===== config.mk =====
export PLATFORM = sky130hd
export DESIGN_NAME = dp_sem_flags
export DESIGN_NICKNAME = d
export VERILOG_FILES = /design/src/rtl/semflag_pkg.sv /design/src/rtl/sem_port_decode.sv /design/src/rtl/sem_flag_cell.sv /design/src/rtl/sem_read_mux.sv /design/src/rtl/dp_sem_flags.sv
export SDC_FILE = /design/constraint.sdc
export NUM_CORES = 1
export LEC_CHECK = 0
export ABC_CLOCK_PERIOD_IN_PS = 1700
export CORE_ASPECT_RATIO = 1.25
export CORE_MARGIN = 3
export CORE_UTILIZATION = 50
export CTS_BUF_LIST = sky130_fd_sc_hd__clkbuf_4 sky130_fd_sc_hd__clkbuf_8
export CTS_CLUSTER_DIAMETER = 80
export CTS_CLUSTER_SIZE = 28
export DETAILED_ROUTE_END_ITERATION = 8
export MAX_ROUTING_LAYER = met4
export PLACE_DENSITY = 0.84
export SLEW_MARGIN = 20
export SYNTH_ARGS = -nofsm -noshare
export SYNTH_HDL_FRONTEND = slang
export SYNTH_SLANG_ARGS = --single-unit

===== constraint.sdc =====
create_clock -name clk -period 1.7 [get_ports clk]
set_input_delay 0.34 -clock clk [delete_from_list [all_inputs] [get_ports clk]]
set_output_delay 0.34 -clock clk [all_outputs]
set_load 0.05 [all_outputs]

===== src/rtl/semflag_pkg.sv =====
package semflag_pkg;
   typedef enum logic [1:0] {
      OWN_NONE  = 2'd0,
      OWN_LEFT  = 2'd1,
      OWN_RIGHT = 2'd2
   } owner_t;
endpackage


===== src/rtl/sem_port_decode.sv =====
module sem_port_decode #(
   parameter int SEL_W = 3,
   localparam int NUM_FLAGS = 1 << SEL_W
) (
   input  logic             en,
   input  logic [SEL_W-1:0] sel,
   input  logic             wr,
   input  logic             wdata,
   output logic [NUM_FLAGS-1:0] claim,
   output logic [NUM_FLAGS-1:0] drop
);
   logic wr_act;
   assign wr_act = en & wr;

   for (genvar f = 0; f < NUM_FLAGS; f++) begin : g_dec
      logic hit;
      assign hit      = (sel == SEL_W'(f));
      assign claim[f] = wr_act & hit & ~wdata;
      assign drop[f]  = wr_act & hit & wdata;
   end

   // a disabled port issues no flag operation
   always_comb begin
      if (!en) begin
         idle_no_op_chk: assert ((claim | drop) == '0);
      end
   end
endmodule


===== src/rtl/sem_flag_cell.sv =====
module sem_flag_cell
   import semflag_pkg::*;
#(
   parameter bit LEFT_WINS = 1'b1
) (
   input  logic   clk,
   input  logic   rst_n,
   input  logic   l_claim,
   input  logic   l_drop,
   input  logic   r_claim,
   input  logic   r_drop,
   output owner_t own_q
);
   owner_t own_d;
   logic   pend_l_q, pend_r_q, pend_l_d, pend_r_d;
   logic   want_l, want_r, grab_l, grab_r;

   assign want_l = (pend_l_q | l_claim) & ~l_drop;
   assign want_r = (pend_r_q | r_claim) & ~r_drop;

   if (LEFT_WINS) begin : g_tie_left
      assign grab_l = want_l;
      assign grab_r = want_r & ~want_l;
   end else begin : g_tie_right
      assign grab_r = want_r;
      assign grab_l = want_l & ~want_r;
   end

   always_comb begin
      own_d    = own_q;
      pend_l_d = 1'b0;
      pend_r_d = 1'b0;
      unique case (own_q)
         OWN_NONE: begin
            if (grab_l) begin
               own_d    = OWN_LEFT;
               pend_r_d = want_r;
            end else if (grab_r) begin
               own_d    = OWN_RIGHT;
               pend_l_d = want_l;
            end
         end
         OWN_LEFT: begin
            if (l_drop) own_d = OWN_NONE;
            pend_r_d = want_r;
         end
         OWN_RIGHT: begin
            if (r_drop) own_d = OWN_NONE;
            pend_l_d = want_l;
         end
         default: own_d = OWN_NONE;
      endcase
   end

   always_ff @(posedge clk or negedge rst_n) begin
      if (!rst_n) begin
         own_q    <= OWN_NONE;
         pend_l_q <= 1'b0;
         pend_r_q <= 1'b0;
      end else begin
         own_q    <= own_d;
         pend_l_q <= pend_l_d;
         pend_r_q <= pend_r_d;
      end
   end


   claim_left_chk: assert property (@(posedge clk) disable iff (!rst_n)
      (own_q == OWN_NONE && l_claim && !r_claim && !pend_r_q) |=> own_q == OWN_LEFT);

   claim_right_chk: assert property (@(posedge clk) disable iff (!rst_n)
      (own_q == OWN_NONE && r_claim && !l_claim && !pend_l_q) |=> own_q == OWN_RIGHT);
   if (LEFT_WINS) begin : g_tie_chk

      tie_left_chk: assert property (@(posedge clk) disable iff (!rst_n)
         (own_q == OWN_NONE && l_claim && r_claim) |=> (own_q == OWN_LEFT && pend_r_q));
   end

   release_chk: assert property (@(posedge clk) disable iff (!rst_n)
      (own_q == OWN_LEFT && l_drop) |=> own_q == OWN_NONE);

   handover_chk: assert property (@(posedge clk) disable iff (!rst_n)
      (own_q == OWN_NONE && pend_r_q && !pend_l_q && !l_claim && !r_drop) |=> own_q == OWN_RIGHT);

   cancel_chk: assert property (@(posedge clk) disable iff (!rst_n)
      (own_q == OWN_LEFT && r_drop) |=> !pend_r_q);

   reclaim_chk: assert property (@(posedge clk) disable iff (!rst_n)
      (own_q == OWN_RIGHT && r_claim && !r_drop) |=> own_q == OWN_RIGHT);

   quiet_chk: assert property (@(posedge clk) disable iff (!rst_n)
      (own_q != OWN_NONE && !l_claim && !l_drop && !r_claim && !r_drop) |=> $stable(own_q));
endmodule


===== src/rtl/sem_read_mux.sv =====
module sem_read_mux
   import semflag_pkg::*;
#(
   parameter int     SEL_W = 3,
   parameter owner_t ME    = OWN_LEFT,
   localparam int    NUM_FLAGS = 1 << SEL_W
) (
   input  logic             en,
   input  logic             wr,
   input  logic [SEL_W-1:0] sel,
   input  owner_t           owner_vec [NUM_FLAGS],
   output logic             rdata
);
   owner_t picked;
   assign picked = owner_vec[sel];
   assign rdata  = (en && !wr) ? (picked != ME) : 1'b1;
endmodule


===== src/rtl/dp_sem_flags.sv =====
module dp_sem_flags
   import semflag_pkg::*;
#(
   parameter int SEL_W     = 3,
   parameter bit LEFT_WINS = 1'b1
) (
   input  logic             clk,
   input  logic             rst_n,
   input  logic             lsem_en,
   input  logic [SEL_W-1:0] lsem_sel,
   input  logic             lsem_wr,
   input  logic             lsem_wdata,
   output logic             lsem_rdata,
   input  logic             rsem_en,
   input  logic [SEL_W-1:0] rsem_sel,
   input  logic             rsem_wr,
   input  logic             rsem_wdata,
   output logic             rsem_rdata
);
   localparam int NUM_FLAGS = 1 << SEL_W;

   if (SEL_W < 1 || SEL_W > 6) begin : g_bad_sel
      $error("dp_sem_flags: SEL_W must be 1..6");
   end

   logic [NUM_FLAGS-1:0] l_claim, l_drop, r_claim, r_drop;
   owner_t               owner_vec [NUM_FLAGS];

   sem_port_decode #(.SEL_W(SEL_W)) u_ldec (
      .en(lsem_en), .sel(lsem_sel), .wr(lsem_wr), .wdata(lsem_wdata),
      .claim(l_claim), .drop(l_drop));
   sem_port_decode #(.SEL_W(SEL_W)) u_rdec (
      .en(rsem_en), .sel(rsem_sel), .wr(rsem_wr), .wdata(rsem_wdata),
      .claim(r_claim), .drop(r_drop));

   for (genvar f = 0; f < NUM_FLAGS; f++) begin : g_flag
      sem_flag_cell #(.LEFT_WINS(LEFT_WINS)) u_cell (
         .clk(clk), .rst_n(rst_n),
         .l_claim(l_claim[f]), .l_drop(l_drop[f]),
         .r_claim(r_claim[f]), .r_drop(r_drop[f]),
         .own_q(owner_vec[f]));
   end

   sem_read_mux #(.SEL_W(SEL_W), .ME(OWN_LEFT)) u_lrd (
      .en(lsem_en), .wr(lsem_wr), .sel(lsem_sel),
      .owner_vec(owner_vec), .rdata(lsem_rdata));
   sem_read_mux #(.SEL_W(SEL_W), .ME(OWN_RIGHT)) u_rrd (
      .en(rsem_en), .wr(rsem_wr), .sel(rsem_sel),
      .owner_vec(owner_vec), .rdata(rsem_rdata));


   exclusive_rd_chk: assert property (@(posedge clk) disable iff (!rst_n)
      (lsem_en && !lsem_wr && rsem_en && !rsem_wr && lsem_sel == rsem_sel)
         |-> (lsem_rdata || rsem_rdata));
endmodule


# == After elaboration in Yosys (flattened, before gate mapping) ==
# Index checks and enable logic that the tools add are counted.
# word_totals
ff_bits,32
input_bits,14
# op_classes
order_cmp,2
n_eq_ne,56
mux,72
bitwise,118
reduce_logical,22
# op_table
cell,n
$and 1x1->1,74
$mux 2,36
$pmux 2 s3,8
$ne 2x1->1 const B,17
$not 1->1,26
$eq 3x3->1 const B,8
$ne 3x1->1 const B,8
$reduce_and 3->1,8
$mux 1,18
$eq 2x1->1 const B,8
$eq 2x2->1 const B,8
$logic_not 2->1,8
$or 1x1->1,16
$pmux 1 s2,8
$bmux 2 s3,2
$eq 3x2->1 const B,4
$ge 4x4->1 const B,2
$not 3->4,2
$eq 3x1->1 const B,2
$logic_not 3->1,2
$logic_and 1x1->1,2
$logic_not 1->1,2
$ne 2x2->1 const B,1

# == Depth between registers and ports, before layout ==
# logic_depth
ltp_word,10
mapped_depth,5

# == Hierarchy ==
# From an unflattened synthesis, not the netlist that was laid out.
# hier_totals
hier_cells,192
area_unflattened_um2,1961.9
# modules_own_cells
module,instances,cells_each,area_per_inst_um2,seq_area_each_um2
sem_flag_cell,8,15,185.2,100.1
sem_read_mux,2,13,123.9,0.0
sem_port_decode,2,23,116.4,0.0

# == Worst setup path before layout ==
# No wires, ideal clock.
# synth_timing
kind,input to output
start,in rsem_sel[1]
end,out rsem_rdata
arrival_ns,2.071
t_required_ns,1.360
slack_ns,-0.711
cell_stages,5
n_path_buf,1
path_cell_list,buf_2 > nor3b_1 > a211o_1 > and3_1 > o21ai_0
# synth_via
elab_chain_cells,6
# synth_rtl
element,line,text
"start, declared",dp_sem_flags.sv:15,"input logic [SEL_W-1:0] rsem_sel,"
$not 3->4 (not written as such),sem_read_mux.sv:15,assign picked = owner_vec[sel];
$bmux 2 s3,sem_read_mux.sv:15,
$mux 2 (not written as such) (2 in a row),sem_read_mux.sv:15,
$ne 2x2->1,sem_read_mux.sv:16,assign rdata = (en && !wr) ? (picked != ME) : 1'b1;
$mux 1,sem_read_mux.sv:16,
"end, declared",dp_sem_flags.sv:18,output logic rsem_rdata
# No other way between the ends. The select of a mux whose other input is x is not followed.

# == Worst setup path after layout ==
# layout_timing
start,reg g_flag[1].u_cell.own_q[1]
end,out lsem_rdata
# layout_via
elab_chain_cells,5
# layout_rtl
element,line,text
"start, declared",sem_flag_cell.sv:12,output owner_t own_q
"start signal, assigned",sem_flag_cell.sv:61,own_q <= own_d;
$bmux 2 s3,sem_read_mux.sv:15,
$mux 2 (not written as such) (2 in a row),sem_read_mux.sv:15,
$ne 2x1->1,sem_read_mux.sv:16,
$mux 1,sem_read_mux.sv:16,
"end, declared",dp_sem_flags.sv:13,"output logic lsem_rdata,"
# No other way between the ends. The select of a mux whose other input is x is not followed.

==> flow_summary.yaml <==
die:
  die_w_microns: 59.4
  die_y_microns: 72.7
  core-area_sq_um: 3310
  dieArea_sq_um: 4310
  pin_count: 16
  start_util_pct: 53.8
  row_count: 23
synth:
  yosys_register_bits: 32
  synth_xor_area_share_pct: 0
  synth.area.mux_share_pct: 2.53
  synth_cells: 184
  syn_avg_cell_area_sq_um: 9.67
  synthSimpleGateAreaFrac_pct: 26.2
  async_flop_share_pct: 100
  yosys.area_share.adder_pct: 0
  syn-cell-area_sq_um: 1780
  synth_edf_count: 0
  synth_fp_nets: 198
  ys_types: 45
  synth_compound_area_share_pct: 22.9
  ys_warn_count: 0
  yosys_most_used_dff: "dfrtp_1"
  synth_top_family_by_area: "simple AND/OR/NAND/NOR gates"
  seq_area_frac_synth_pct: 45.0
placement:
  port-buffer-count: 15
  place_congestion: 0.997
  dpl_cell_area_sq_um: 2370
  place.detailed.hpwl_microns: 3960
global_route:
  grt_pass1_wl_microns: 8780
  grt_pass1_vias: 1872
  grt-ovfl-total: 0
  grt_max_degree: 33
  grt_antenna_before_repair: 0
  grt_use_total_pct: 28.0
power:
  p_sw_share_pct: 32.3
  p_clk_share_pct: 22.5
  power_frac_seq_pct: 35.6
  p_int_mw: 1.91
  p_leak_nw: 1.13
  p_per_area_nw_per_um2: 1100
  ir_drop_mv: 0.798
  total_power_mw: 2.82
  p_sw_mw: 0.910
  p_comb_share_pct: 41.9
timing:
  period_share_pct: 140
  relSlewSlack_pct: 72.4
  rsz0062_at_grt: "true"
  drv_slew: 0
  skew_ns: 0.00314
  worst_slack_ns: -0.675
  worstMarginPinSlew_ns: 0.414
  max_freq_ghz: 0.421
  finalSetupViolations: 2
  min_period_ns: 2.37
  hold_viol: 0
routing:
  num_vias: 1872
  drt-total-wl_microns: 5470
  avgViaCountPerCell: 6.32
  ant_nets: 0
  drt_iter0_drc: 139
  drc: 0
  wire_per_inst_microns: 18.5
  first_pass_iters: 4
status:
  outcome: "finished with violations"
  violations: "negative setup slack"
finish:
  fin_area_sq_um: 2560
  layout_common_cells: "buf_4, dfrtp_1, nor3_1"
  fin_nets: 273
  diodes: 0
  n_fill_cell: 205
  final_common_cell: "buf_4"
  drive_above_1_share_pct: 33.6
  area_growth_pct: 44.1
critical_path:
  startpoint_type: "flop"
  end_kind: "primary output"
  cp_max_fo: 2
  cp.arrival_ns: 2.03
  worstPathRequired_ns: 1.36
  crit_type: "reg2out"
clock_network:
  cts_made_buffers: 5
  clk_path_buf_depth: 2
  clock-root-buffer: "clkbuf_8"
  cts_tree: "built"
  cts_sinks: 32
  clk_latency_ns: 0.28
  postCtsHoldBufs: 0
  h-tree-depth: 2
  clkSlewWorstSetupHoldPaths_ns: 0.07
hold_path:
  hp-class: "in2async"
run:
  drv_cap: 0
synth_stat cells (all sizes together), types with 3 or more instances:
master | number | share of area (%)
nand2 | 4 | 0.84
o21ai | 13 | 3.7
clkbuf | 5 | 1.7
a311oi | 8 | 3.9
nor2b | 6 | 2.1
a21oi | 7 | 2.0
nand3b | 3 | 1.3
inv | 7 | 1.5
o31ai | 3 | 1.3
and3 | 3 | 1.1
or3 | 5 | 1.8
a31oi | 3 | 1.1
nor2 | 11 | 2.3
o21a | 3 | 1.3
dfrtp | 32 | 45
nor3b | 7 | 3.0
nand2b | 9 | 3.2
and3b | 3 | 1.5
nor3 | 17 | 4.8
nand3 | 8 | 2.5
flip-flops by register name, indices dropped and copies added (netlist names):
register                flops
g_flag.u_cell.own_q        16
g_flag.u_cell.pend_l_q      8
g_flag.u_cell.pend_r_q      8
final timing paths:
| path | startpoint | end | slack, ns | cells after the start |
|---|---|---|---|---|
| max | g_flag[1].u_cell.own_q[1]$_DFFE_PN0P_ | lsem_rdata | -0.67 | 4 |
| min | rst_n | g_flag[6].u_cell.pend_l_q$_DFF_PN0_ | 0.45 | 2 |
| max reg2reg | g_flag[5].u_cell.own_q[1]$_DFFE_PN0P_ | g_flag[5].u_cell.own_q[1]$_DFFE_PN0P_ | 0.51 | 3 |
| min reg2reg | g_flag[0].u_cell.own_q[0]$_DFFE_PN0P_ | g_flag[0].u_cell.own_q[1]$_DFFE_PN0P_ | 0.55 | 2 |
| max in group asynchronous | rst_n | g_flag[3].u_cell.pend_l_q$_DFF_PN0_ | 0.95 | 2 |
| min in group clk | g_flag[0].u_cell.own_q[0]$_DFFE_PN0P_ | g_flag[0].u_cell.own_q[1]$_DFFE_PN0P_ | 0.55 | 2 |
layer usage:
layer	vias to the layer above	share of wire [%]	routed length, microns	global-route usage [%]
li1	858	-	-	-
met1	891	38	2080	34.8
met2	107	50	2720	44.8
met3	16	9.7	531	5.84
met4	0	2.5	136	9.82
met5	-	0	0	-
layout make-up:
| class | instances | area, sq um | area share (%) |
|---|---|---|---|
| multi-input cells | 139 | 975 | 38.0 |
| flip-flops and latches | 32 | 801 | 31.2 |
| repair buffers | 74 | 619 | 24.2 |
| clock buffers | 7 | 96.3 | 3.76 |
| well taps | 37 | 46.3 | 1.81 |
| inverters | 7 | 26.3 | 1.02 |
timing repair:
item                       CTS  global route
pin swaps                    5             4
setup endpoints to repair   20            12
setup buffers                1             3
gates resized for setup     25             3
logic make-up (layout without fill, tap and decap cells):
logic type	after synthesis	after routing
AOI/OAI and AO/OA	56	56
buffers and inverters	13	88
DFF	32	32
muxes	2	2
and+or+nand+nor	81	81
power groups by stage:
stage / logic, mW / registers, mW / clock network, mW
finish: 1.18 / 1.00 / 0.635
global route: 1.26 / 1.01 / 0.678
CTS: 1.11 / 1.00 / 0.638
detailed placement: 1.05 / 1.00 / 0
global placement: 0.999 / 1.00 / 0
floorplan: 0.437 / 1.05 / 0
stage by stage:
stage	cells	setup WS (ns)	utilization (%)	setup TNS [ns]	hold WS (ns)
floorplan	184	-0.282	-	-0.372	0.0444
global placement	285	-0.913	71.5	-8.86	0.516
detailed placement	285	-0.933	71.5	-10.98	0.537
CTS	293	-0.707	76.4	-1.14	0.458
global route	296	-0.724	77.5	-1.17	0.481
finish	296	-0.675	77.5	-1.07	0.455
critical path: stages (launching register included):
cell and delay, ns:
dfrtp_1 0.38, o32a_1 0.36, mux4_2 0.47, or3b_4 0.39, buf_8 0.16
(Power assumes the default switching activity.)
